`src/rtl/bmc_rl_pkg.sv`:
```
package bmc_rl_pkg;
  localparam int PORT_IDX_W = 2;

  typedef struct packed {
    logic                  tick;     // window boundary this cycle
    logic                  valid;    // packet strobe present
    logic                  countEn;  // packet is subject to limiting
    logic                  isBcast;  // selects broadcast counter
    logic [PORT_IDX_W-1:0] port;
  } rlStrobe_t;
endpackage

```
`src/rtl/bmc_rl_ctrl.sv`:
```
module bmc_rl_ctrl
  import bmc_rl_pkg::*;
#(
  parameter int NUM_PORTS     = 3,
  parameter int HOST_PORT     = 0,
  parameter int WINDOW_CYCLES = 12_500_000
) (
  input  logic                  clk,
  input  logic                  rstN,
  input  logic                  limitRx,
  input  logic [NUM_PORTS-1:0]  portEnable,
  input  logic                  pktValid,
  input  logic [PORT_IDX_W-1:0] pktPort,
  input  logic                  pktRx,
  input  logic                  pktBcast,
  input  logic                  pktMcast,
  output rlStrobe_t             strobe
);
  localparam int PRE_W = (WINDOW_CYCLES > 2) ? $clog2(WINDOW_CYCLES) : 1;
  localparam logic [PRE_W-1:0] PRE_LAST = PRE_W'(WINDOW_CYCLES - 1);

  logic [PRE_W-1:0] preCnt;
  logic             tick;
  logic             portOk, enSel, effRx, typed;

  assign tick = (preCnt == PRE_LAST);

  always_ff @(posedge clk or negedge rstN) begin
    if (!rstN)     preCnt <= '0;
    else if (tick) preCnt <= '0;
    else           preCnt <= preCnt + 1'b1;
  end

  always_comb begin
    portOk = 1'b0;
    enSel  = 1'b0;
    for (int i = 0; i < NUM_PORTS; i++) begin
      if (pktPort == PORT_IDX_W'(i)) begin
        portOk = 1'b1;
        enSel  = portEnable[i];
      end
    end
  end

  // host port sees transmit and receive swapped
  assign effRx = pktRx ^ (pktPort == PORT_IDX_W'(HOST_PORT));
  assign typed = pktBcast | pktMcast;

  always_comb begin
    strobe.tick    = tick;
    strobe.valid   = pktValid;
    strobe.countEn = pktValid && portOk && enSel && typed && (effRx == limitRx);
    strobe.isBcast = pktBcast;
    strobe.port    = pktPort;
  end

  a_r6_tick_spacing: assert property (@(posedge clk) disable iff (!rstN)
    tick |=> !tick);
endmodule

```
`src/rtl/bmc_rl_datapath.sv`:
```
module bmc_rl_datapath
  import bmc_rl_pkg::*;
#(
  parameter int NUM_PORTS = 3,
  parameter int LIMIT_W   = 8
) (
  input  logic                         clk,
  input  logic                         rstN,
  input  rlStrobe_t                    strobe,
  input  logic [NUM_PORTS*LIMIT_W-1:0] bcastLimit,
  input  logic [NUM_PORTS*LIMIT_W-1:0] mcastLimit,
  output logic                         decValid,
  output logic                         decDrop
);
  localparam int NUM_CNT = NUM_PORTS * 2;  // index = port*2 + isBcast

  logic [LIMIT_W-1:0] cnt    [NUM_CNT];
  logic [LIMIT_W-1:0] limVal [NUM_CNT];
  logic [LIMIT_W-1:0] effSel, limSel;
  logic               allow, dropNow;
  logic [NUM_CNT-1:0] hitVec;

  for (genvar p = 0; p < NUM_PORTS; p++) begin : g_port
    assign limVal[p*2]   = mcastLimit[p*LIMIT_W +: LIMIT_W];
    assign limVal[p*2+1] = bcastLimit[p*LIMIT_W +: LIMIT_W];
  end

  always_comb begin
    hitVec = '0;
    effSel = '0;
    limSel = '0;
    for (int i = 0; i < NUM_CNT; i++) begin
      if (strobe.countEn && (strobe.port == PORT_IDX_W'(i / 2))
          && (strobe.isBcast == ((i % 2) == 1))) begin
        hitVec[i] = 1'b1;
        effSel    = strobe.tick ? '0 : cnt[i];
        limSel    = limVal[i];
      end
    end
  end

  assign allow   = (effSel < limSel);
  assign dropNow = strobe.countEn && !allow;

  for (genvar c = 0; c < NUM_CNT; c++) begin : g_cnt
    always_ff @(posedge clk or negedge rstN) begin
      if (!rstN)                   cnt[c] <= '0;
      else if (hitVec[c] && allow) cnt[c] <= effSel + 1'b1;
      else if (strobe.tick)        cnt[c] <= '0;
    end

    a_r6_window_clear: assert property (@(posedge clk) disable iff (!rstN)
      strobe.tick |=> (cnt[c] <= LIMIT_W'(1)));
    a_r3_step_one: assert property (@(posedge clk) disable iff (!rstN)
      !strobe.tick |=> (cnt[c] == $past(cnt[c]) || cnt[c] == $past(cnt[c]) + 1'b1));
  end

  always_ff @(posedge clk or negedge rstN) begin
    if (!rstN) begin
      decValid <= 1'b0;
      decDrop  <= 1'b0;
    end else begin
      decValid <= strobe.valid;
      decDrop  <= strobe.valid && dropNow;
    end
  end

  a_r5_zero_limit: assert property (@(posedge clk) disable iff (!rstN)
    (strobe.countEn && limSel == '0) |=> decDrop);
  a_r4_single_hit: assert property (@(posedge clk) disable iff (!rstN)
    $onehot0(hitVec));
endmodule

```
`src/rtl/bmc_rate_limiter.sv`:
```
module bmc_rate_limiter
  import bmc_rl_pkg::*;
#(
  parameter int NUM_PORTS     = 3,
  parameter int HOST_PORT     = 0,
  parameter int LIMIT_W       = 8,
  parameter int WINDOW_CYCLES = 12_500_000
) (
  input  logic                         clk,
  input  logic                         rstN,
  input  logic                         limitRx,
  input  logic [NUM_PORTS-1:0]         portEnable,
  input  logic [NUM_PORTS*LIMIT_W-1:0] bcastLimit,
  input  logic [NUM_PORTS*LIMIT_W-1:0] mcastLimit,
  input  logic                         pktValid,
  input  logic [PORT_IDX_W-1:0]        pktPort,
  input  logic                         pktRx,
  input  logic                         pktBcast,
  input  logic                         pktMcast,
  output logic                         decValid,
  output logic                         decDrop
);
  rlStrobe_t strobe;

  bmc_rl_ctrl #(
    .NUM_PORTS(NUM_PORTS), .HOST_PORT(HOST_PORT), .WINDOW_CYCLES(WINDOW_CYCLES)
  ) u_ctrl (
    .clk(clk), .rstN(rstN), .limitRx(limitRx), .portEnable(portEnable),
    .pktValid(pktValid), .pktPort(pktPort), .pktRx(pktRx),
    .pktBcast(pktBcast), .pktMcast(pktMcast), .strobe(strobe)
  );

  bmc_rl_datapath #(
    .NUM_PORTS(NUM_PORTS), .LIMIT_W(LIMIT_W)
  ) u_dp (
    .clk(clk), .rstN(rstN), .strobe(strobe),
    .bcastLimit(bcastLimit), .mcastLimit(mcastLimit),
    .decValid(decValid), .decDrop(decDrop)
  );

  a_r2_valid_follows: assert property (@(posedge clk) disable iff (!rstN)
    pktValid |=> decValid);
  a_r2_no_spurious: assert property (@(posedge clk) disable iff (!rstN)
    !pktValid |=> (!decValid && !decDrop));
  a_r10_unicast_pass: assert property (@(posedge clk) disable iff (!rstN)
    (pktValid && !pktBcast && !pktMcast) |=> !decDrop);
  a_r12_bad_port_pass: assert property (@(posedge clk) disable iff (!rstN)
    (pktValid && pktPort >= PORT_IDX_W'(NUM_PORTS)) |=> !decDrop);

  for (genvar p = 0; p < NUM_PORTS; p++) begin : g_en_chk
    a_r9_disabled_pass: assert property (@(posedge clk) disable iff (!rstN)
      (pktValid && pktPort == PORT_IDX_W'(p) && !portEnable[p]) |=> !decDrop);
  end
endmodule

```
`config.mk`:
```
export PLATFORM = sky130hd
export DESIGN_NAME = bmc_rate_limiter
export DESIGN_NICKNAME = d
export VERILOG_FILES = /design/src/rtl/bmc_rl_pkg.sv /design/src/rtl/bmc_rl_ctrl.sv /design/src/rtl/bmc_rl_datapath.sv /design/src/rtl/bmc_rate_limiter.sv
export SDC_FILE = /design/constraint.sdc
export NUM_CORES = 1
export LEC_CHECK = 0
export BUFFER_PORTS_ARGS = -buffer_cell sky130_fd_sc_hd__buf_2
export CAP_MARGIN = 10
export CORE_MARGIN = 3
export CORE_UTILIZATION = 30
export DETAILED_ROUTE_END_ITERATION = 10
export PLACE_DENSITY = 0.45
export SLEW_MARGIN = 20
export SYNTH_ARGS = -nofsm -noshare
export SYNTH_HDL_FRONTEND = slang
export SYNTH_SLANG_ARGS = --single-unit
```
`constraint.sdc`:
```
create_clock -name clk -period 5.1 [get_ports clk]
set_clock_uncertainty 0.1 [all_clocks]
set_input_delay 0.51 -clock clk [delete_from_list [all_inputs] [get_ports clk]]
set_output_delay 0.51 -clock clk [all_outputs]
set_load 0.05 [all_outputs]
```
==> key figures <==
Status
  • Status: completed

Yosys
  • Post-synthesis compound-gate area fraction: 11.0%
  • Syn_nets: 507
  • Main combinational cell family by area after synthesis: simple AND/OR/NAND/NOR gates
  • Async SR Flop Fraction: 100%
  • Cell taking the most area after synthesis: dfrtp_1
  • Synth Register Bits: 74
  • Post-synthesis mux area share: 16.3%
  • Area share of fa/ha/maj cells after synthesis: 2.55%
  • Post-Syn Instances: between 400 and 500
  • Syn_area_per_cell: between 10 and 15 µm²
  • Cell Area, Synth: 0.00441 mm²
  • Post-synth top flop: dfrtp_1
  • Post-synth EDFFs: 0
  • Synth warn: 0
  • Post-synth cell types: 53
  • Share of the synthesized area in the top cell type: 42.0%
  • Leading post-synthesis cells by cell area: dfrtp_1, mux2i_1, nand2_1, xor2_1, mux2_2
  • Sequential area share after synthesis: 42.0%
  • Simple-gate share of the synthesized area: between 10% and 20%
  • Synth Area in XOR/XNOR: 5.96%

Clock network
  • Worst-path clk slew: around 0.06 ns
  • Total CTS buffers: 9
  • Post-cts repair resize count: 0
  • Clock sink count: 74
  • # hold bufs at CTS: 0
  • Post-CTS Setup Inserts: 0
  • Clock Tree Buf Depth: 2
  • TritonCTS clock tree: done
  • Clock insertion delay at the later pin of the skew report: 0.34 ns
  • Clk root buf: clkbuf_16
  • H-tree depth: 3

Routing
  • DRT Pass-1 Iters: 4
  • Antenna viol nets, final: 0
  • Wire per inst: 17.4 µm
  • Iteration-0 DRC count of the detailed router: 229
  • Routed vias/inst: approximately 5.1
  • Via count: 3527
  • Post-route DRC: 0
  • Routed wire length: around 12000 µm

Setup path
  • Crit path largest cell delay: 0.68 ns
  • Crit Path Class: register to register
  • Crit-path leading delay family: simple AND/OR/NAND/NOR gates
  • Worst setup SP type: register
  • Slowest-stage cell, CP: and4_1
  • Worst EP arrival: 4.57 ns
  • CP Capture Type: register
  • Worst-path cell chain: ha_1, nand4_1, nor4_2, and4_1, nor2_1, ha_1, a21oi_1, a21oi_1, a211o_1, o32a_4, or3_1, mux2i_1
  • Data required, critical path: approximately 5.2 ns
  • WP buf/inv: 0
  • CP max FO: 15

STA
  • Worst-margin pin slew: 0.958 ns
  • Worst rel slew slack: 36.1%
  • Period utilization: 88.0%
  • Fin. Hold Viols: 0
  • Period minus WS final: 4.49 ns
  • Max Fclk: approximately 0.22 GHz
  • Post-route setup slack: 0.610 ns
  • Setup TNS: 0 ns
  • Final setup fails: 0
  • Max Slew Vio Count: 0
  • RSZ-0062 raised after global routing: false

Global route
  • Grt met3 use: under 10%
  • Grt ovf: 0
  • Gr usage total: roughly 15%
  • Largest net degree at the start of global routing: 75
  • First-pass GRT wire length: 19400 µm
  • GR peak layer: met1
  • Initial antenna violation count: 0
  • GRT met1 Usage: 23.1%
  • Vias in the first global route: 3584
  • M2 GR Usage: between 20% and 30%

Floorplanning
  • Area of the core: around 0.014 mm²
  • Die Wd: ~130 µm
  • Core Rows: 43
  • Effective utilization at floorplan: 31.2%
  • Die area: 0.0162 mm²
  • # IOs: 62
  • DIE HEIGHT: 127 µm

Placement
  • Gpl congestion: 0.873
  • IO buf count: 61
  • Post-Place Worst Slack: 0.513 ns
  • Final HPWL from detailed placement: 8590 µm

Pwr
  • Net Sw Frac: 28.0%
  • Worst VDD drop: approximately 140 µV
  • Part of the power in the clock network: 40.6%
  • Power share of the sequential group: 43.2%
  • Switch Pwr: ~0.00046 W
  • Leak: around 2.3 nW
  • PwrDens: 316 mW/mm²
  • Comb power frac: 16.2%
  • Cell internal pwr: ~0.0012 W

Layout
  • Sequential cell area: 0.00185 mm²
  • Antenna diodes: 0
  • Nets: 570
  • Area growth syn-to-layout: 19.2%
  • Filler Cell Count: ~1400
  • Footprint of the multi-input gates: 0.00243 mm²
  • Share of cells above drive strength 1: between 20% and 30%

Job
  • Max_cap viols: 0

Hold path
  • HP Class: input pin to async pin
-- cells by family after synthesis --
group / count (synthesis)
xor+xnor: 30
flops: 74
compound gates: 64
buf+inv: 30
simple gates: 161
fa+ha+maj: 9
mux: 70
-- per-stage QoR --
stage          std cells  power, W  hold WS (ns)  util [%]  area (µm²)
6_report             686   0.00166         0.198      37.1        5260
5_1_grt              686   0.00175         0.240      37.1        5260
4_1_cts              686   0.00168         0.226      37.1        5260
3_5_place_dp         670   0.00100         0.384      34.9        4940
3_3_place_gp         670  0.000994         0.382      34.9        4940
2_1_floorplan        438  0.000899         0.114         -        4410
-- synth_stat cells, types with 7 or more instances --
cell,number
a211oi_1,9
a221oi_1,9
buf_2,8
clkbuf_1,10
dfrtp_1,74
ha_1,9
inv_1,8
mux2_2,13
mux2i_1,56
nand2_1,61
nand3_1,14
nor2_1,38
o211ai_1,7
o21ai_0,16
xnor2_1,13
xor2_1,17
-- cell type report --
class                   instances  share of cell area [%]
clock buffers                  11                    4.81
clock inverters                 5                    1.14
inverters                       8                   0.571
multi-input cells             334                    46.3
flip-flops and latches         74                    35.2
well taps                     180                    4.28
repair buffers                 74                    7.71
-- flip-flops by register name, indices dropped and copies added, names as in the netlist --
signal,cells
u_dp.cnt,48
u_ctrl.preCnt,24
u_dp.decDrop,1
u_dp.decValid,1
-- placed cells by master (no fill, tap or decap), types with 5 or more instances in the layout --
cell       count
a211oi_1       9
clkbuf_16      9
mux2_2        13
o21ai_0       16
mux2i_1       56
xnor2_1       13
inv_1          8
nand3b_1       5
ha_1           9
nor2_1        38
o211ai_1       7
a21oi_1        6
buf_4         14
nor3_1         6
a221oi_1       9
buf_2         60
dfrtp_1       74
nand4_1        6
nand2_1       61
xor2_1        17
nand3_1       14
-- power by group through the flow --
| stage | clock (W) | combinational [W] | sequential [W] |
|---|---|---|---|
| after floorplan | 0 | 0.000184 | 0.000714 |
| after global placement | 0 | 0.000267 | 0.000726 |
| after detailed placement | 0 | 0.000273 | 0.000727 |
| after CTS | 0.000692 | 0.000274 | 0.000717 |
| after global routing | 0.000716 | 0.000308 | 0.000728 |
| final | 0.000675 | 0.000270 | 0.000717 |
-- path summary, 6_finish.rpt --
check / start / end / slack [ns] / depth (start not counted)
worst max-delay path: u_ctrl.preCnt[0] / u_dp.cnt[46] / 0.61 / 12
worst min-delay path: rstN / u_ctrl.preCnt[15] / 0.20 / 1
worst max register to register: u_ctrl.preCnt[0] / u_dp.cnt[46] / 0.61 / 12
worst min register to register: u_ctrl.preCnt[0] / u_ctrl.preCnt[0] / 0.39 / 1
max in group asynchronous: rstN / u_dp.cnt[25] / 4.05 / 1
min in group clk: pktValid / u_dp.decValid / 0.23 / 1
-- per-layer routing --
metal	share of wire, %	wire, µm
met5	0	0
met4	1.6	187
met3	4.4	523
met2	44	5200
met1	50	6000
Note: power is estimated with default switching activity, not from simulation.
